### src/rtl/uartv_pkg.sv
package uartv_pkg;
  localparam int DATA_MAX = 9;
  localparam int OVS = 16;
  localparam int SUB_W = $clog2(OVS);
  localparam int HALF = OVS / 2;
  localparam int BIT_W = $clog2(DATA_MAX + 1);

  localparam logic [1:0] ADDR_DATA = 2'd0;
  localparam logic [1:0] ADDR_CTRL = 2'd1;
  localparam logic [1:0] ADDR_DIV  = 2'd2;

  typedef enum logic [1:0] {LVL_MARK, LVL_SPACE, LVL_DATA} txLevel_t;

  typedef struct packed {
    logic       txLoad;
    logic       txShift;
    logic       rxShift;
    logic       rxCommit;
    logic       rxBit;
    logic [1:0] rxLen;
    txLevel_t   txLevel;
  } strobe_t;

  function automatic logic [BIT_W-1:0] lenBits(input logic [1:0] code);
    case (code)
      2'd0:    lenBits = BIT_W'(7);
      2'd1:    lenBits = BIT_W'(8);
      default: lenBits = BIT_W'(9);
    endcase
  endfunction
endpackage

### src/rtl/uartv_ctrl.sv
module uartv_ctrl
  import uartv_pkg::*;
#(
  parameter int DIV_W = 9
) (
  input  logic             clk,
  input  logic             rstN,
  input  logic             rxd,
  input  logic             holdValid,
  input  logic [1:0]       cfgLen,
  input  logic             cfgCont,
  input  logic [DIV_W-1:0] cfgDiv,
  output strobe_t          strb
);
  typedef enum logic [2:0] {TX_IDLE, TX_START, TX_DATA, TX_STOP, TX_STOP2} txState_t;
  typedef enum logic [1:0] {RX_IDLE, RX_START, RX_DATA, RX_STOP} rxState_t;

  // shared rate generator: one tick every cfgDiv+1 cycles
  logic [DIV_W-1:0] divCnt;
  logic tick;
  assign tick = (divCnt == cfgDiv);

  always_ff @(posedge clk or negedge rstN) begin
    if (!rstN) divCnt <= '0;
    else       divCnt <= tick ? '0 : divCnt + DIV_W'(1);
  end

  // ---------------- transmit sequencer ----------------
  txState_t         txState;
  logic [SUB_W-1:0] txSub;
  logic [BIT_W-1:0] txBitCnt;
  logic [BIT_W-1:0] txLenQ;
  logic txBitEnd, txLoadIdle, txLoadCont, txLastBit;

  assign txBitEnd   = tick && (txSub == SUB_W'(OVS - 1));
  assign txLoadIdle = (txState == TX_IDLE) && holdValid && tick;
  assign txLoadCont = (txState == TX_STOP) && txBitEnd && cfgCont && holdValid;
  assign txLastBit  = (txBitCnt == txLenQ - BIT_W'(1));

  always_ff @(posedge clk or negedge rstN) begin
    if (!rstN) begin
      txState  <= TX_IDLE;
      txSub    <= '0;
      txBitCnt <= '0;
      txLenQ   <= BIT_W'(8);
    end else if (txState == TX_IDLE) begin
      if (txLoadIdle) begin
        txState  <= TX_START;
        txSub    <= '0;
        txBitCnt <= '0;
        txLenQ   <= lenBits(cfgLen);
      end
    end else begin
      if (tick) txSub <= txSub + SUB_W'(1);
      if (txBitEnd) begin
        case (txState)
          TX_START: begin
            txState  <= TX_DATA;
            txBitCnt <= '0;
          end
          TX_DATA: begin
            if (txLastBit) txState <= TX_STOP;
            else           txBitCnt <= txBitCnt + BIT_W'(1);
          end
          TX_STOP: begin
            if (txLoadCont) begin
              txState <= TX_STOP2;
              txLenQ  <= lenBits(cfgLen);
            end else begin
              txState <= TX_IDLE;
            end
          end
          TX_STOP2: begin
            txState  <= TX_START;
            txBitCnt <= '0;
          end
          default: txState <= TX_IDLE;
        endcase
      end
    end
  end

  // ---------------- receive sequencer ----------------
  rxState_t         rxState;
  logic [1:0]       rxSync;
  logic             rxIn, rxPrev;
  logic [SUB_W-1:0] rxSub;
  logic [BIT_W-1:0] rxBitCnt;
  logic [1:0]       rxLenQ;
  logic rxBitEnd, rxMidStart;

  assign rxIn       = rxSync[1];
  assign rxBitEnd   = tick && (rxSub == SUB_W'(OVS - 1));
  assign rxMidStart = tick && (rxSub == SUB_W'(HALF - 1));

  always_ff @(posedge clk or negedge rstN) begin
    if (!rstN) begin
      rxSync <= 2'b11;
      rxPrev <= 1'b1;
    end else begin
      rxSync <= {rxSync[0], rxd};
      rxPrev <= rxIn;
    end
  end

  always_ff @(posedge clk or negedge rstN) begin
    if (!rstN) begin
      rxState  <= RX_IDLE;
      rxSub    <= '0;
      rxBitCnt <= '0;
      rxLenQ   <= 2'd1;
    end else begin
      case (rxState)
        RX_IDLE: begin
          if (rxPrev && !rxIn) begin
            rxState <= RX_START;
            rxSub   <= '0;
            rxLenQ  <= cfgLen;
          end
        end
        RX_START: begin
          if (rxMidStart) begin
            rxSub <= '0;
            if (!rxIn) begin
              rxState  <= RX_DATA;
              rxBitCnt <= '0;
            end else begin
              rxState <= RX_IDLE;
            end
          end else if (tick) begin
            rxSub <= rxSub + SUB_W'(1);
          end
        end
        RX_DATA: begin
          if (tick) rxSub <= rxSub + SUB_W'(1);
          if (rxBitEnd) begin
            if (rxBitCnt == lenBits(rxLenQ) - BIT_W'(1)) rxState <= RX_STOP;
            else rxBitCnt <= rxBitCnt + BIT_W'(1);
          end
        end
        RX_STOP: begin
          if (tick) rxSub <= rxSub + SUB_W'(1);
          if (rxBitEnd) rxState <= RX_IDLE;
        end
        default: rxState <= RX_IDLE;
      endcase
    end
  end

  always_comb begin
    strb.txLoad   = txLoadIdle || txLoadCont;
    strb.txShift  = (txState == TX_DATA) && txBitEnd;
    strb.rxShift  = (rxState == RX_DATA) && rxBitEnd;
    strb.rxCommit = (rxState == RX_STOP) && rxBitEnd;
    strb.rxBit    = rxIn;
    strb.rxLen    = rxLenQ;
    case (txState)
      TX_START: strb.txLevel = LVL_SPACE;
      TX_DATA:  strb.txLevel = LVL_DATA;
      default:  strb.txLevel = LVL_MARK;
    endcase
  end

  // bit timing only advances on a rate tick
  assert_sub_hold_R3: assert property (@(posedge clk) disable iff (!rstN)
    (!tick && txState != TX_IDLE) |=> $stable(txSub));
  // data bit index stays inside the latched length
  assert_bitcnt_bound_R2: assert property (@(posedge clk) disable iff (!rstN)
    (txState == TX_DATA) |-> (txBitCnt < txLenQ));
  // second stop bit only when continuous and a word was waiting
  assert_stop2_cause_R7: assert property (@(posedge clk) disable iff (!rstN)
    $rose(txState == TX_STOP2) |-> ($past(cfgCont) && $past(holdValid)));
  // start qualification happens by half a bit
  assert_start_window_R9: assert property (@(posedge clk) disable iff (!rstN)
    (rxState == RX_START) |-> (rxSub < SUB_W'(HALF)));
  // after delivery the receiver waits for a new edge
  assert_commit_idle_R10: assert property (@(posedge clk) disable iff (!rstN)
    strb.rxCommit |=> (rxState == RX_IDLE));
endmodule

### src/rtl/uartv_dp.sv
module uartv_dp
  import uartv_pkg::*;
#(
  parameter int DIV_W = 9,
  parameter int REG_W = 9
) (
  input  logic             clk,
  input  logic             rstN,
  input  logic             regWe,
  input  logic             regRe,
  input  logic [1:0]       regAddr,
  input  logic [REG_W-1:0] regWdata,
  input  strobe_t          strb,
  output logic [REG_W-1:0] regRdata,
  output logic             txd,
  output logic             txEmpty,
  output logic             rxFull,
  output logic             rxFrameErr,
  output logic             holdValid,
  output logic [1:0]       cfgLen,
  output logic             cfgCont,
  output logic [DIV_W-1:0] cfgDiv
);
  logic [DATA_MAX-1:0] holdReg, txSh, rxSh, rxData;
  logic wrData, rdData;

  assign wrData = regWe && (regAddr == ADDR_DATA);
  assign rdData = regRe && (regAddr == ADDR_DATA);

  always_ff @(posedge clk or negedge rstN) begin
    if (!rstN) begin
      cfgLen  <= 2'd1;
      cfgCont <= 1'b0;
      cfgDiv  <= '0;
    end else if (regWe) begin
      if (regAddr == ADDR_CTRL) begin
        cfgLen  <= regWdata[1:0];
        cfgCont <= regWdata[2];
      end
      if (regAddr == ADDR_DIV) cfgDiv <= regWdata[DIV_W-1:0];
    end
  end

  always_ff @(posedge clk or negedge rstN) begin
    if (!rstN) begin
      holdReg   <= '0;
      holdValid <= 1'b0;
    end else if (wrData) begin
      holdReg   <= regWdata[DATA_MAX-1:0];
      holdValid <= 1'b1;
    end else if (strb.txLoad) begin
      holdValid <= 1'b0;
    end
  end

  always_ff @(posedge clk or negedge rstN) begin
    if (!rstN)             txSh <= '0;
    else if (strb.txLoad)  txSh <= holdReg;
    else if (strb.txShift) txSh <= txSh >> 1;
  end

  always_comb begin
    case (strb.txLevel)
      LVL_SPACE: txd = 1'b0;
      LVL_DATA:  txd = txSh[0];
      default:   txd = 1'b1;
    endcase
  end

  assign txEmpty = !holdValid;

  always_ff @(posedge clk or negedge rstN) begin
    if (!rstN)             rxSh <= '0;
    else if (strb.rxShift) rxSh <= {strb.rxBit, rxSh[DATA_MAX-1:1]};
  end

  always_ff @(posedge clk or negedge rstN) begin
    if (!rstN) begin
      rxData     <= '0;
      rxFull     <= 1'b0;
      rxFrameErr <= 1'b0;
    end else if (strb.rxCommit) begin
      case (strb.rxLen)
        2'd0:    rxData <= rxSh >> 2;
        2'd1:    rxData <= rxSh >> 1;
        default: rxData <= rxSh;
      endcase
      rxFull     <= 1'b1;
      rxFrameErr <= !strb.rxBit;
    end else if (rdData) begin
      rxFull <= 1'b0;
    end
  end

  always_comb begin
    case (regAddr)
      ADDR_DATA: regRdata = REG_W'(rxData);
      ADDR_CTRL: regRdata = REG_W'({cfgCont, cfgLen});
      ADDR_DIV:  regRdata = REG_W'(cfgDiv);
      default:   regRdata = '0;
    endcase
  end

  assert_write_fills_R5: assert property (@(posedge clk) disable iff (!rstN)
    wrData |=> !txEmpty);
  assert_commit_sets_R10: assert property (@(posedge clk) disable iff (!rstN)
    strb.rxCommit |=> rxFull);
  assert_full_needs_commit_R10: assert property (@(posedge clk) disable iff (!rstN)
    $rose(rxFull) |-> $past(strb.rxCommit));
  always_comb begin
    if (rstN) assert_load_shift_excl_R2: assert (!(strb.txLoad && strb.txShift));
  end
endmodule

### src/rtl/uartv_top.sv
module uartv_top
  import uartv_pkg::*;
#(
  parameter int DIV_W = 9,
  localparam int REG_W = (DIV_W > DATA_MAX) ? DIV_W : DATA_MAX
) (
  input  logic             clk,
  input  logic             rstN,
  input  logic             regWe,
  input  logic             regRe,
  input  logic [1:0]       regAddr,
  input  logic [REG_W-1:0] regWdata,
  output logic [REG_W-1:0] regRdata,
  input  logic             rxd,
  output logic             txd,
  output logic             txEmpty,
  output logic             rxFull,
  output logic             rxFrameErr
);
  strobe_t          strb;
  logic             holdValid;
  logic [1:0]       cfgLen;
  logic             cfgCont;
  logic [DIV_W-1:0] cfgDiv;

  uartv_ctrl #(.DIV_W(DIV_W)) ctrl_i (
    .clk(clk), .rstN(rstN), .rxd(rxd), .holdValid(holdValid),
    .cfgLen(cfgLen), .cfgCont(cfgCont), .cfgDiv(cfgDiv), .strb(strb)
  );

  uartv_dp #(.DIV_W(DIV_W), .REG_W(REG_W)) dp_i (
    .clk(clk), .rstN(rstN), .regWe(regWe), .regRe(regRe), .regAddr(regAddr),
    .regWdata(regWdata), .strb(strb), .regRdata(regRdata), .txd(txd),
    .txEmpty(txEmpty), .rxFull(rxFull), .rxFrameErr(rxFrameErr),
    .holdValid(holdValid), .cfgLen(cfgLen), .cfgCont(cfgCont), .cfgDiv(cfgDiv)
  );
endmodule

### config.mk
export PLATFORM = sky130hd
export DESIGN_NAME = uartv_top
export DESIGN_NICKNAME = d
export VERILOG_FILES = /design/src/rtl/uartv_pkg.sv /design/src/rtl/uartv_ctrl.sv /design/src/rtl/uartv_dp.sv /design/src/rtl/uartv_top.sv
export SDC_FILE = /design/constraint.sdc
export NUM_CORES = 1
export LEC_CHECK = 0
export ABC_CLOCK_PERIOD_IN_PS = 3700
export CAP_MARGIN = 20
export CORE_UTILIZATION = 55
export DETAILED_ROUTE_END_ITERATION = 6
export PLACE_DENSITY = 0.83
export SYNTH_ARGS = -nofsm -noshare
export SYNTH_HDL_FRONTEND = slang
export SYNTH_SLANG_ARGS = --single-unit
### constraint.sdc
create_clock -name clk -period 3.7 [get_ports clk]
set_input_delay 0.74 -clock clk [delete_from_list [all_inputs] [get_ports clk]]
set_output_delay 0.74 -clock clk [all_outputs]
set_load 0.005 [all_outputs]
==> reports/results.txt <==
Status: complete, no violations
IO Pins: 29
Data arrival, critical path: 2.46 ns
Worst slack at placement: 0.513 ns
Most used cell, CP: clkdlybuf4s50_1
Async SR Flop Fraction: 1.00
Share of the synthesized area in the top cell type: 0.435
Mapped Nets: 482
CP delay by family, top: buffers and inverters
CP startpoint: regAddr[0]
Placed Cells: 573
DR iter-0 viols: 276
Critical path endpoint: regRdata[1]
RR Startpoint: dp_i.cfgDiv[3]
CP max stage cell: clkdlybuf4s50_1
Post-synth EDFFs: 0
Cell count after synthesis: 452
WL/cell: 17.2 um
H-Tree Depth: 3
Leading cell type in the layout, fill and taps excluded: dfrtp_1
Clock Pin Slew Worst Setup and Hold Paths: 0.09 ns
N_diodes: 0
Ys flop type: dfrtp_1
Total power: 2.87 mW
Number of global-route vias before repair: 3530
CP cell instances: clkdlybuf4s50_1 -> nor2b_1 -> nand2_1 -> o21ai_0 -> clkdlybuf4s50_1
Via count of the routed design: 3565
Placement Rows: 33
R2R cell count: 6
Final Max Tran Viols: 0
CP Capture Type: output port
Power per cell area: 537 nW/um^2
Main area contributors after synthesis: dfrtp_1, mux2_2, mux2i_1, ha_1, dfstp_2
Core Footprint: 8300 um^2
Tcrit/Tclk final: 0.864
Yosys warnings: 0
Cell area after layout: 5350 um^2
Syn avg cell area: 10.6 um^2
First-pass GRT wire length: 17100 um
# setup viols final: 0
Flop-to-flop setup slack: 1.16 ns
Largest net degree at the start of global routing: 51
Post-CTS Setup Inserts: 0
Area leader, netlist: dfrtp_1
Worst ir drop on vdd: 0.300 mV
Placement Cell Area: 5170 um^2
Antenna violations before repair: 0
Root buf cell: clkbuf_8
Final ANT Viol Nets: 0
Hold Crit Class: register to register
Drc violations: 0
Crit start category: input pin
Global route overflow: 0
RSZ-0062 raised after global routing: no
Sum of negative setup slack: 0 ns
Initial core utilization: 0.575
Leakage: 2.39 nW
Post-synthesis sequential area ratio: 0.468
CP Data Required Time: 2.96 ns
Final Skew: 0.0101 ns
TritonCTS clock tree: yes
Seq cells post-synth: 89
Num CTS Buffers: 9
Die W: 95.2 um
Share of cells above drive strength 1: 0.161
Crit path largest cell delay: 0.67 ns
Most frequent cells in the layout: dfrtp_1, mux2_2, nand2_1
Clock Latency Late Sink: 0.36 ns
DIE HEIGHT: 95.2 um
Crit-path max FO: 13
Clock Path Buffers: 2
GRT Resource Usage Total: 0.244
FF-to-FF End: ctrl_i.txLenQ[2]
Max Clock Freq: 313 MHz
Worst path buffer plus inverter count: 2
Post-CTS sizing: 0
Sink Count: 89
Layout Cells excl Fill: 589
GPL Wtd Cong: 0.816
DRT Pass-1 Iters: 5
Max_slew headroom: 0.512
DP Wirelength: 7240 um
Distinct cells, synth: 62
Drt via density: 6.05
Final Net Count: 509
Final worst setup slack: 0.504 ns
Final hold viol count: 0
Layout area overhead: 12.1%
Min cycle time layout: 3.20 ns
Port buffer count: 28
Worst Max-Slew Pin Slew: 0.730 ns
Die footprint: 9060 um^2
MaxCap Viol Count: 0
Mapped Area: 4780 um^2
WP depth: 5
WL final: 10100 um
Cts hold-fix bufs: 0
CP Class: input pin to output port
-- cells in the mapped netlist (6+ instances only) --
cell      number
ha_1          14
mux2_1        11
nor3_1        14
nor4_1         7
inv_1         13
xor2_1        17
or2_2          6
mux2_2        35
clkbuf_1      13
o21ai_0       25
nand2_1       31
nand3_1       20
mux2i_1       20
dfstp_2        6
a22oi_1        8
a21oi_1       15
nor2_1        24
nand4_1        7
dfrtp_1       83
-- worst min-delay path by stage --
| stage | from | endpoint | slack (ns) | cells after the start |
|---|---|---|---|---|
| after floorplan | ctrl_i.rxSync[0] | ctrl_i.rxSync[1] | 0.35 | 0 |
| after global placement | ctrl_i.rxSync[0] | ctrl_i.rxSync[1] | 0.35 | 0 |
| after detailed placement | ctrl_i.rxSync[0] | ctrl_i.rxSync[1] | 0.35 | 0 |
| after CTS | ctrl_i.rxSync[0] | ctrl_i.rxSync[1] | 0.36 | 0 |
| after global routing | ctrl_i.rxSync[0] | ctrl_i.rxSync[1] | 0.37 | 0 |
| final | ctrl_i.rxSync[0] | ctrl_i.rxSync[1] | 0.36 | 0 |
-- cell families after synthesis --
group	Yosys count	synth area share
buffers and inverters	34	0.0280
AOI/OAI and AO/OA	82	0.110
and+or+nand+nor	145	0.162
DFF	89	0.468
xor gates and xnor gates	22	0.0448
muxes	66	0.150
adders and majority gates	14	0.0367
-- state kept, by name, indices dropped and copies added, names as in the netlist, 4 cells and up, named ones only --
register / flops
ctrl_i.divCnt: 9
ctrl_i.rxBitCnt: 4
ctrl_i.rxSub: 4
ctrl_i.txBitCnt: 4
ctrl_i.txSub: 4
dp_i.cfgDiv: 9
dp_i.holdReg: 9
dp_i.rxData: 9
dp_i.rxSh: 9
dp_i.txSh: 9
-- layer usage --
| metal | routed length [um] | global-route usage |
|---|---|---|
| met3 | 434 | 0.0463 |
| met1 | 4630 | 0.337 |
| met5 | 0 | 0 |
| met2 | 4950 | 0.399 |
| met4 | 106 | 0.0581 |
-- layout make-up --
type                            instances  area [um^2]
Clock buffer                            9          124
Clock inverter                          7         62.6
Fill cell                             607         2950
Inverter                               13         48.8
Multi-Input combinational cell        329         2410
Sequential cell                        89         2230
Tap cell                              105          131
Timing Repair Buffer                   37          345
-- stage by stage --
stage / hold slack, ns / util
3_3_place_gp: 0.347 / 0.623
4_1_cts: 0.363 / 0.645
3_5_place_dp: 0.349 / 0.623
6_report: 0.363 / 0.645
2_1_floorplan: 0.345 / -
5_1_grt: 0.369 / 0.645
-- where the power goes --
group / internal (mW) / switching, mW / leakage [nW]
registers: 1.15 / 0.187 / 1.15
clock network: 0.256 / 0.384 / 0.0894
logic: 0.395 / 0.502 / 1.15
total: 1.80 / 1.07 / 2.39
-- worst reg2reg max path, cell delays in order, from the launching register on --
cell and delay (ns):
dfrtp_1 0.42, xor2_1 0.21, nor4_4 0.58, and3_1 0.27, buf_4 0.19, nand3_1 0.37
mux2_2 0.40
Note: power is estimated with default switching activity, not from simulation.
